File: config.mk
export PLATFORM = sky130hd
export DESIGN_NAME = tx_iphdr_check
export DESIGN_NICKNAME = d
export VERILOG_FILES = /design/src/rtl/tx_iphdr_check.sv
export SDC_FILE = /design/constraint.sdc
export NUM_CORES = 1
export LEC_CHECK = 0
export BUFFER_PORTS_ARGS = -buffer_cell sky130_fd_sc_hd__buf_2
export CORE_MARGIN = 2
export CORE_UTILIZATION = 59
export DETAILED_ROUTE_END_ITERATION = 6
export PLACE_DENSITY = 0.82
export SLEW_MARGIN = 20
export SYNTH_ARGS = -nofsm -noshare
export SYNTH_HDL_FRONTEND = slang
export SYNTH_SLANG_ARGS = --single-unit
export TNS_END_PERCENT = 30
File: constraint.sdc
create_clock -name clk -period 4 [get_ports clk]
set_clock_uncertainty 0.1 [all_clocks]
set_input_delay 0.4 -clock clk [delete_from_list [all_inputs] [get_ports clk]]
set_output_delay 0.4 -clock clk [all_outputs]
set_load 0.05 [all_outputs]
File: src/rtl/tx_iphdr_check.sv
module tx_iphdr_check #(
  parameter int OTH_W = 4,
  parameter int CNT_W = 8
) (
  input  logic             clk,
  input  logic             rst_n,
  input  logic             in_valid,
  input  logic [7:0]       in_data,
  input  logic             in_start,
  input  logic             in_end,
  input  logic             in_hdr_end,
  input  logic             pay_err,
  input  logic [OTH_W-1:0] oth_err,
  output logic             hdr_err,
  output logic             err_sum
);
  localparam logic [CNT_W-1:0] CMAX   = '1;
  localparam logic [CNT_W-1:0] IP_OFS = CNT_W'(14);
  localparam logic [CNT_W-1:0] V6_LEN = CNT_W'(40);

  logic [CNT_W-1:0] pos_q, hcnt_q;
  logic [15:0]      etype_q;
  logic [3:0]       ver_q, ihl_q;
  logic             done_q, bad_q;

  wire [CNT_W-1:0] pos_c  = in_start ? '0 : pos_q;
  wire [CNT_W-1:0] hcnt_c = in_start ? '0 : hcnt_q;
  wire             done_c = in_start ? 1'b0 : done_q;
  wire             bad_c  = in_start ? 1'b0 : bad_q;

  wire in_ip    = pos_c >= IP_OFS;
  wire first_ip = pos_c == IP_OFS;
  wire [3:0] ver_c = first_ip ? in_data[7:4] : ver_q;
  wire [3:0] ihl_c = first_ip ? in_data[3:0] : ihl_q;
  wire [CNT_W-1:0] hcnt_n = (hcnt_c == CMAX) ? hcnt_c : hcnt_c + 1'b1;
  wire [CNT_W-1:0] pos_n  = (pos_c == CMAX) ? pos_c : pos_c + 1'b1;

  wire is4 = etype_q == 16'h0800;
  wire is6 = etype_q == 16'h86DD;

  logic bad_now;
  always_comb begin
    bad_now = 1'b0;
    if (is4)
      bad_now = (ver_c != 4'd4) || (ihl_c < 4'd5) || (CNT_W'({ihl_c, 2'b00}) != hcnt_n);
    else if (is6)
      bad_now = (ver_c != 4'd6) || (hcnt_n != V6_LEN);
  end

  wire hdr_beat = in_valid && in_hdr_end && in_ip && !done_c;
  wire end_beat = rst_n && in_valid && in_end;
  wire checked  = in_ip && (is4 || is6);

  assign hdr_err = end_beat && checked && (done_c ? bad_c : (hdr_beat ? bad_now : 1'b1));
  assign err_sum = hdr_err || (end_beat && (pay_err || |oth_err));

  always_ff @(posedge clk or negedge rst_n) begin
    if (!rst_n) begin
      pos_q   <= '0;
      hcnt_q  <= '0;
      etype_q <= '0;
      ver_q   <= '0;
      ihl_q   <= '0;
      done_q  <= 1'b0;
      bad_q   <= 1'b0;
    end else if (in_valid) begin
      pos_q  <= pos_n;
      hcnt_q <= (in_ip && !done_c) ? hcnt_n : hcnt_c;
      done_q <= done_c || hdr_beat;
      bad_q  <= hdr_beat ? bad_now : bad_c;
      if (pos_c == CNT_W'(12)) etype_q[15:8] <= in_data;
      if (pos_c == CNT_W'(13)) etype_q[7:0]  <= in_data;
      if (first_ip) begin
        ver_q <= in_data[7:4];
        ihl_q <= in_data[3:0];
      end
    end
  end
endmodule


; Word-level counts from Yosys, hierarchy flattened
; Cells that the tools add are included.
[totals]
register_bits = 42
latch_bits = 0
ram_bits = 0
romBits = 0
in_bits = 19
out_inout_bits = 2
memories = 0
[op_classes]
addsub = 2
mul = 0
div = 0
n_lt_le_gt_ge = 2
n_eq_ne = 11
shifts = 0
n_mux = 14
bitwise_logic = 0
reduce_logical = 21
[op_table]
columns = cell, n
row1 = $mux W8, 5
row2 = $eq A8 B4 Y1 const B, 3
row3 = $add A8 B1 Y8 const B, 2
row4 = $eq A16 B12 Y1 const B, 1
row5 = $eq A16 B16 Y1 const B, 1
row6 = $eq A8 B8 Y1 const B, 2
row7 = $logic_and A1 B1 Y1, 10
row8 = $ge A8 B4 Y1 const B, 1
row9 = $mux W4, 2
row10 = $ne A4 B3 Y1 const B, 2
row11 = $ne A6 B8 Y1, 1
row12 = $ne A8 B6 Y1 const B, 1
row13 = $logic_or A1 B1 Y1, 7
row14 = $mux W1, 7
row15 = $lt A4 B3 Y1 const B, 1
row16 = $reduce_and A2 Y1, 2
row17 = $reduce_or A4 Y1, 1
row18 = $logic_not A1 Y1, 1

; Depth between registers and ports, before layout
; Gate-level depths: netlist of the first run.
[logic_depth]
word_depth = 11
mapped_depth = 11
mapped_depth_nobuf = 10

; Least setup slack after synthesis of the first run
; No wires, ideal clock.
[synth_path]
kind = input -> output
startpoint = in in_start
endpoint = out err_sum
arrival_time_ns = 2.928
required_time_ns = 3.500
path_slack_ns = 0.572
cell_stages = 11
path_buffers = 1
cell_sequence = buf_4 -> clkinv_1 -> nand2_1 -> ha_1 -> nand4b_1 -> nor4_2 -> o2bb2ai_1 -> a211o_1 -> a221o_1 -> a2111oi_2 -> o21ai_1
[synth_via]
elab_chain_len = 11
elab_cells_between_ends = 30
[synth_lines]
columns = element, line_no
row1 = "start, declared", 9  ; input logic in_start,
row2 = $mux W8 (on tied branches), "27, 26"
row3 = $add A8 B1 Y8 (tied with other cells), 35  ; wire [CNT_W-1:0] hcnt_n = (hcnt_c == CMAX) ? hcnt_c : hcnt_c + 1'b1;
row4 = $mux W8 or $mux W4 (tied branches), -
row5 = $ne A8 B6 Y1 (tied with other cells), 47  ; bad_now = (ver_c != 4'd6) || (hcnt_n != V6_LEN);
row6 = $logic_or A1 B1 Y1 (on tied branches), "47, 45"
row7 = $mux W1 or $logic_or A1 B1 Y1 (tied branches), "46, 45"
row8 = $mux W1, 44  ; if (is4)
row9 = $mux W1 (2 in a row), 54  ; assign hdr_err = end_beat && checked && (done_c ? bad_c : (hdr_beat ? bad_now : 1'b1));
row10 = $logic_and A1 B1 Y1 *, 54
row11 = $logic_or A1 B1 Y1 *, 55  ; assign err_sum = hdr_err || (end_beat && (pay_err || |oth_err));
row12 = "end, declared", 15  ; output logic err_sum
; Mark *: on every way between the ends. The rest lies on a longest branch, timed or not.

; Worst setup path after layout of the first run
[layout_path]
startpoint = reg pos_q[1]
endpoint = out err_sum
[layout_via]
elab_chain_len = 11
elab_cells_between_ends = 22
[layout_lines]
columns = element, line_no
row1 = "start, declared", 21  ; logic [CNT_W-1:0] pos_q, hcnt_q;
row2 = "start signal, assigned", 67  ; pos_q <= pos_n;
row3 = $mux W8 *, 26  ; wire [CNT_W-1:0] pos_c = in_start ? '0 : pos_q;
row4 = $eq A8 B4 Y1, 32  ; wire first_ip = pos_c == IP_OFS;
row5 = $mux W4, -
row6 = $lt A4 B3 Y1 (tied with other cells), 45  ; bad_now = (ver_c != 4'd4) || (ihl_c < 4'd5) || (CNT_W'({ihl_c, 2'b00}) != hcnt_n);
row7 = $logic_or A1 B1 Y1 (on tied branches), "45, 47"
row8 = $logic_or A1 B1 Y1 or $mux W1 (tied branches), "45, 46"
row9 = $mux W1, 44
row10 = $mux W1 (2 in a row), 54
row11 = $logic_and A1 B1 Y1 *, 54
row12 = $logic_or A1 B1 Y1 *, 55
; Marked as above.

==> results.py, run 1 <==
metrics = {
    "synthesis": {
        "synth.yosys.warnings": 0,
        "synth-seq-area-share_pct": 43.8,
        "synth_adder_area_share_pct": 2.09,
        "synth_ff_type": "dfrtp_1",
        "synthArstFlopShare_pct": 100,
        "syn-mean-instance-area_um2": 9.80,
        "syn_nets": 268,
        "post_synth_mux_area_share_pct": 11.6,
        "synth_seq_cells": 42,
        "post_synth_inst_count": 245,
        "synth_area_in_compound_gates_pct": 16.5,
        "synth_xor_xnor_area_share_pct": 0.730,
        "post_synth_num_cell_types": 56,
        "synth_simple_gate_area_share_pct": 21.9,
        "synthesis.area_mm2": 0.00240,
        "synth_enable_flop_cells": 0,
        "synth_top_family_by_area": "simple AND/OR/NAND/NOR gates",
    },
    "die": {
        "initial_core_util_pct": 60.9,
        "die-area_mm2": 0.00459,
        "die_height_um": 67.8,
        "fp.dieW_um": 67.8,
        "io-pin-count": 21,
        "core.rowCount": 23,
        "core_region_area_mm2": 0.00394,
    },
    "placed_design": {
        "dp.final_hpwl_um": 3790,
        "place.detailed.instances": 311,
        "placer_congestion": 0.849,
        "port_buffers": 20,
    },
    "finish": {
        "layout.nets": 291,
        "layout-area-overhead-vs-synth_pct": 10.1,
        "number_of_filler_instances_in_the_final_layout": 309,
        "antennaDiodeCount": 0,
        "fin_cells": 319,
        "final_layout_size_suffix_gt1_share_pct": 23.0,
    },
    "sta": {
        "finalHoldViolCount": 0,
        "timing.max_slew.rel_slack_pct": 54.5,
        "final.period_utilization_pct": 95.5,
        "setup_tns_ps": 0,
        "drv_slew": 0,
        "setup_violations": 0,
        "clock.fmax_ghz": 0.262,
        "min_period_ps": 3820,
        "unrepaired_setup_endpoints_after_global_routing": "false",
        "worst_slew_pin_slew_ps": 678,
        "hold_slack_final_ps": 137,
    },
    "detailed_routing": {
        "detail_route.drc_violations": 0,
        "wirelength_per_cell_um": 16.3,
        "via_count": 1942,
        "detail-route-antenna-nets": 0,
        "totalWireLength_um": 5210,
        "drt_pre_antenna_iters": 4,
        "drtIter0Drc": 141,
        "number_of_vias_per_cell_after_detailed_routing": 6.09,
    },
    "clocking": {
        "root_buffer": "clkbuf_8",
        "htree_num_levels": 2,
        "total_cts_buffers": 5,
        "hold_buffers": 0,
        "tritoncts_num_sinks": 42,
        "reg_clk_slew_reported_paths_ps": 80,
        "clock_tree.buffer_depth": 2,
        "post_cts_resize_count": 0,
        "clk_latency_ps": 300,
        "postCtsSetupBuffers": 0,
        "cts_tree": "done",
    },
    "setup_path": {
        "end_kind": "output port",
        "reg2regPathDepth": 9,
        "startpoint_type_of_the_worst_setup_path": "flip-flop",
        "crit_path_max_fanout": 5,
        "regToRegEndpoint": "bad_q$_DFFE_PN0P_",
        "critical_path_arrival_ps": 3320,
        "worstReg2RegStart": "pos_q[1]$_DFFE_PN0P_",
        "regToRegSetupSlack_ps": 1260,
        "required_time_of_the_critical_path_ps": 3500,
        "critical_path_class": "flip-flop to output port",
    },
    "outcome": {
        "run_status": "completed",
    },
    "grt": {
        "globalRoute.totalOverflow": 0,
        "grt_first_pass_wirelength_um": 8630,
        "grt_max_degree": 43,
        "number_of_global_route_vias_before_repair": 1835,
        "initial_antenna_violation_count": 0,
        "globalRouteTotalUtil_pct": 25.4,
    },
    "power": {
        "power.density_cell_area_mw_per_mm2": 336,
        "cellLeakagePower_nw": 1.18,
        "max-vdd-ir-drop_mv": 0.310,
        "power_mw": 0.888,
    },
    "flow_run": {
        "max_cap_violations": 0,
    },
    "hold_path": {
        "hold_path.class": "input pin to async pin",
    },
}
[where the power goes]
group | switching, mW | internal (mW) | total, mW | leakage, nW
clock network | 0.151 | 0.123 | 0.274 | 0.0441
logic | 0.0756 | 0.0532 | 0.129 | 0.558
registers | 0.0344 | 0.450 | 0.485 | 0.574
total | 0.261 | 0.626 | 0.888 | 1.18
[worst max path at each step]
stage	start	end	slack, ps	depth (start not counted)
after floorplan	in_start	err_sum	570	11
after global placement	in_start	err_sum	580	11
after detailed placement	in_start	err_sum	430	11
after CTS	pos_q[1]$_DFFE_PN0P_	err_sum	200	10
after global routing	pos_q[1]$_DFFE_PN0P_	err_sum	10	10
final	pos_q[1]$_DFFE_PN0P_	err_sum	180	10
[sequential cells by signal, indices dropped and copies added, names as in the netlist]
name     flops
hcnt_q       8
pos_q        8
ver_q        4
ihl_q        4
done_q       1
bad_q        1
etype_q     16
[layout by cell type (no fill, tap or decap), types with 7 or more instances in the layout]
cell type  instances
nor2_1            10
mux2_2            22
dfrtp_1           42
nand4_1            9
a21oi_1           13
nand3_1            7
o21ai_0           18
nand2_1           28
buf_2             20
inv_1             12
[cell type report]
cell class                 instances  area, um2  share of cell area, %
clock buffer                       5       68.8                   2.61
clock inverter                     3       21.3                  0.805
inverter                          13       48.8                   1.85
multi-input combinational        183       1270                   47.9
sequential                        42       1050                   39.8
tap                               50       62.6                   2.37
timing repair buffer              23        123                   4.64
[logic make-up (layout without fill, tap and decap cells)]
| kind of cell | after synthesis | count (layout) |
|---|---|---|
| AO/OA/AOI/OAI | 61 | 61 |
| XOR/XNOR | 2 | 2 |
| adder cells (fa/ha/maj) | 4 | 4 |
| buffers and inverters | 20 | 44 |
| flip-flops | 42 | 42 |
| multiplexers | 25 | 25 |
| AND/OR/NAND/NOR | 91 | 91 |
[Yosys cell counts, types with 2 or more instances]
cell type	instances	area (um2)
nor3_1	5	25.0
mux2i_1	3	30.0
nor3b_1	3	22.5
o21ai_0	18	90.1
a31oi_1	2	12.5
and3_1	4	25.0
nand4b_1	2	17.5
nand4_1	9	56.3
nand3b_1	2	15.0
nand3_1	7	35.0
or4_1	3	22.5
nor2b_1	3	18.8
ha_1	4	50.1
o22ai_1	2	12.5
buf_4	2	15.0
inv_1	12	45.0
clkbuf_1	5	18.8
nand2_1	28	105
o31ai_1	3	22.5
o221ai_1	2	17.5
a21oi_1	13	65.1
mux2_2	22	248
nor2_1	10	37.5
and4_1	2	17.5
o21ai_1	2	10.0
nor4_1	4	25.0
dfrtp_1	42	1050
o211ai_1	3	22.5
[layer usage]
metal	GRT usage, %	routed length, um
met5	0	0
met3	5.83	163
met1	33.8	2470
met4	8.50	93
met2	40.9	2470
[per-stage QoR]
stage	setup WS, ps	util, %	cell area, um2
final	181	67.0	2640
after global routing	13.9	67.0	2640
after CTS	204	67.0	2640
after detailed placement	430	64.7	2550
after global placement	577	64.7	2550
after floorplan	572	-	2400
[worst max-delay path: stages, from the launching register on]
cell and delay [ps]:
dfrtp_1 400, nor2b_1 270, ha_1 290, nand4b_1 260, nor4_2 280, o2bb2ai_1 90, a211o_1 300, a221o_1 400
a2111oi_2 430, o21ai_1 90, buf_2 210
Power figures use the tool's default switching activity.
==> run 2: changes to the inputs <==
Settings changed: ABC_CLOCK_PERIOD_IN_PS set to 4000, CORE_UTILIZATION 59 to 40, PLACE_DENSITY 0.82 to 0.6.
==> run 2 against run 1 <==
- via count up 0.72%
- combinational power about the same
- final cell count up 7.8%
- sequential power about the same
- first-iteration DRC count down 13%
- non-clock buffer count unchanged
- critical endpoint unchanged
- global-route usage down 6.6 points
==> results.py, run 2 (synthesis gave the netlist of run 1 again) <==
metrics = {
    "placed_design": {
        "placer_congestion": 0.865,
        "dp.final_hpwl_um": 4010,
        "placed_cell_area_mm2": 0.00258,
        "port_buffers": 20,
    },
    "finish": {
        "cell_area_after_layout_mm2": 0.00268,
        "number_of_filler_instances_in_the_final_layout": 555,
        "antennaDiodeCount": 0,
        "layout.cells.most_common_list": "42 x dfrtp_1, 28 x nand2_1, 22 x mux2_2",
        "largestRegisters": "etype_q (16), hcnt_q (8), pos_q (8)",
        "max_reg_flops": 16,
        "leading_cell_type_in_the_layout_fill_and_taps_excluded": "dfrtp_1",
        "finish.utilization_pct": 45.8,
        "area_of_the_multi_input_gates_mm2": 0.00127,
        "layout.area.seq_mm2": 0.00105,
        "layout-area-overhead-vs-synth_pct": 11.7,
        "final_layout_size_suffix_gt1_share_pct": 23.4,
        "layout.nets": 291,
        "top_register_by_number_of_flip_flops": "etype_q",
    },
    "detailed_routing": {
        "totalWireLength_um": 5470,
        "drtIter0Drc": 123,
        "number_of_vias_per_cell_after_detailed_routing": 5.69,
        "drt_pre_antenna_iters": 4,
        "detail-route-antenna-nets": 0,
        "wirelength_per_cell_um": 15.9,
        "via_count": 1956,
        "detail_route.drc_violations": 0,
    },
    "grt": {
        "grt_first_pass_wirelength_um": 9450,
        "initial_antenna_violation_count": 0,
        "globalRoute.totalOverflow": 0,
        "number_of_global_route_vias_before_repair": 1866,
        "grt_max_degree": 43,
        "globalRouteTotalUtil_pct": 18.8,
    },
    "sta": {
        "setup_violations": 0,
        "unrepaired_setup_endpoints_after_global_routing": "false",
        "finalHoldViolCount": 0,
        "setup_tns_ps": 0,
        "clock.fmax_ghz": 0.270,
        "min_period_ps": 3710,
        "drv_slew": 0,
        "final.period_utilization_pct": 92.8,
        "worst_slew_pin_slew_ps": 708,
        "timing.max_slew.rel_slack_pct": 52.5,
    },
    "die": {
        "fp.dieW_um": 81.5,
        "initial_core_util_pct": 41.0,
        "die-area_mm2": 0.00663,
        "die_height_um": 81.5,
        "core.rowCount": 28,
        "io-pin-count": 21,
        "core_region_area_mm2": 0.00585,
    },
    "setup_path": {
        "worstReg2RegStart": "pos_q[1]$_DFFE_PN0P_",
        "end_kind": "output port",
        "crit_path_max_fanout": 5,
        "critical_path_class": "flip-flop to output port",
        "worst_setup_path_startpoint": "pos_q[1]$_DFFE_PN0P_",
        "critical_path_arrival_ps": 3210,
        "required_time_of_the_critical_path_ps": 3500,
        "startpoint_type_of_the_worst_setup_path": "flip-flop",
    },
    "clocking": {
        "tritoncts_num_sinks": 42,
        "hold_buffers": 0,
        "htree_num_levels": 2,
        "root_buffer": "clkbuf_8",
        "cts_tree": "done",
        "clk_latency_ps": 310,
        "clock_tree.buffer_depth": 2,
        "total_cts_buffers": 5,
        "reg_clk_slew_reported_paths_ps": 100,
    },
    "power": {
        "power.density_cell_area_mw_per_mm2": 340,
        "max-vdd-ir-drop_mv": 0.197,
        "power_frac_clock_pct": 32.6,
        "sequentialPowerShare_pct": 53.2,
        "power_mw": 0.912,
        "power.switching_mw": 0.279,
        "swShare_pct": 30.5,
        "p_int_mw": 0.634,
        "cellLeakagePower_nw": 1.18,
        "comb_power_share_pct": 14.2,
    },
    "outcome": {
        "run_status": "completed",
    },
    "flow_run": {
        "max_cap_violations": 0,
    },
    "hold_path": {
        "hold_path.class": "input pin to async pin",
    },
}
run 2: area by class of cell:
| class | instances | share of cell area (%) |
|---|---|---|
| clock inverter | 3 | 0.980 |
| inverter | 13 | 1.82 |
| multi-input combinational | 183 | 47.3 |
| tap | 75 | 3.50 |
| timing repair buffer | 23 | 4.58 |
| sequential | 42 | 39.2 |
| clock buffer | 5 | 2.57 |
run 2: timing repair:
item | 4_1_cts | 5_1_grt
setup endpoints to repair | 0 | 2
setup buffers | 0 | 0
resized for setup | 0 | 1
run 2: per-stage QoR:
stage          worst slack [ps]  std cells  hold WS [ps]
2_1_floorplan               572        245          4.41
3_3_place_gp                533        336           367
3_5_place_dp                464        336           373
4_1_cts                     221        344           160
5_1_grt                    5.59        344           172
6_report                    290        344           116
run 2: power by group through the flow:
stage               clock, mW  sequential (mW)  combinational (mW)
floorplan                   0            0.482              0.0899
global placement            0            0.492               0.129
detailed placement          0            0.493               0.131
CTS                     0.309            0.484               0.131
global route            0.327            0.490               0.149
finish                  0.297            0.485               0.130
run 2: worst paths after layout:
check / depth (start not counted) / end / slack [ps]
min reg2reg: 2 / bad_q$_DFFE_PN0P_ / 390
max reg2reg: 9 / bad_q$_DFFE_PN0P_ / 1350
max: 10 / err_sum / 290
min in group clk: 2 / etype_q[12]$_DFFE_PN0P_ / 280
min: 2 / etype_q[14]$_DFFE_PN0P_ / 120
max in group asynchronous: 2 / ihl_q[2]$_DFFE_PN0P_ / 3290
run 2: metal layers:
| layer | vias to the layer above | part of all wire (%) | track usage, % |
|---|---|---|---|
| li1 | 967 | - | - |
| met1 | 953 | 47 | 26.3 |
| met2 | 28 | 47 | 29.4 |
| met3 | 8 | 3.3 | 3.30 |
| met4 | 0 | 1.9 | 6.78 |
| met5 | - | 0 | 0 |
run 2: critical path, stage by stage (launching register included):
cell and delay [ps]:
dfrtp_1 410, nor2b_2 210, ha_1 260, nand4b_1 250, nor4_2 290, o2bb2ai_1 90, a211o_1 290, a221o_1 380
a2111oi_2 440, o21ai_1 90, buf_2 220
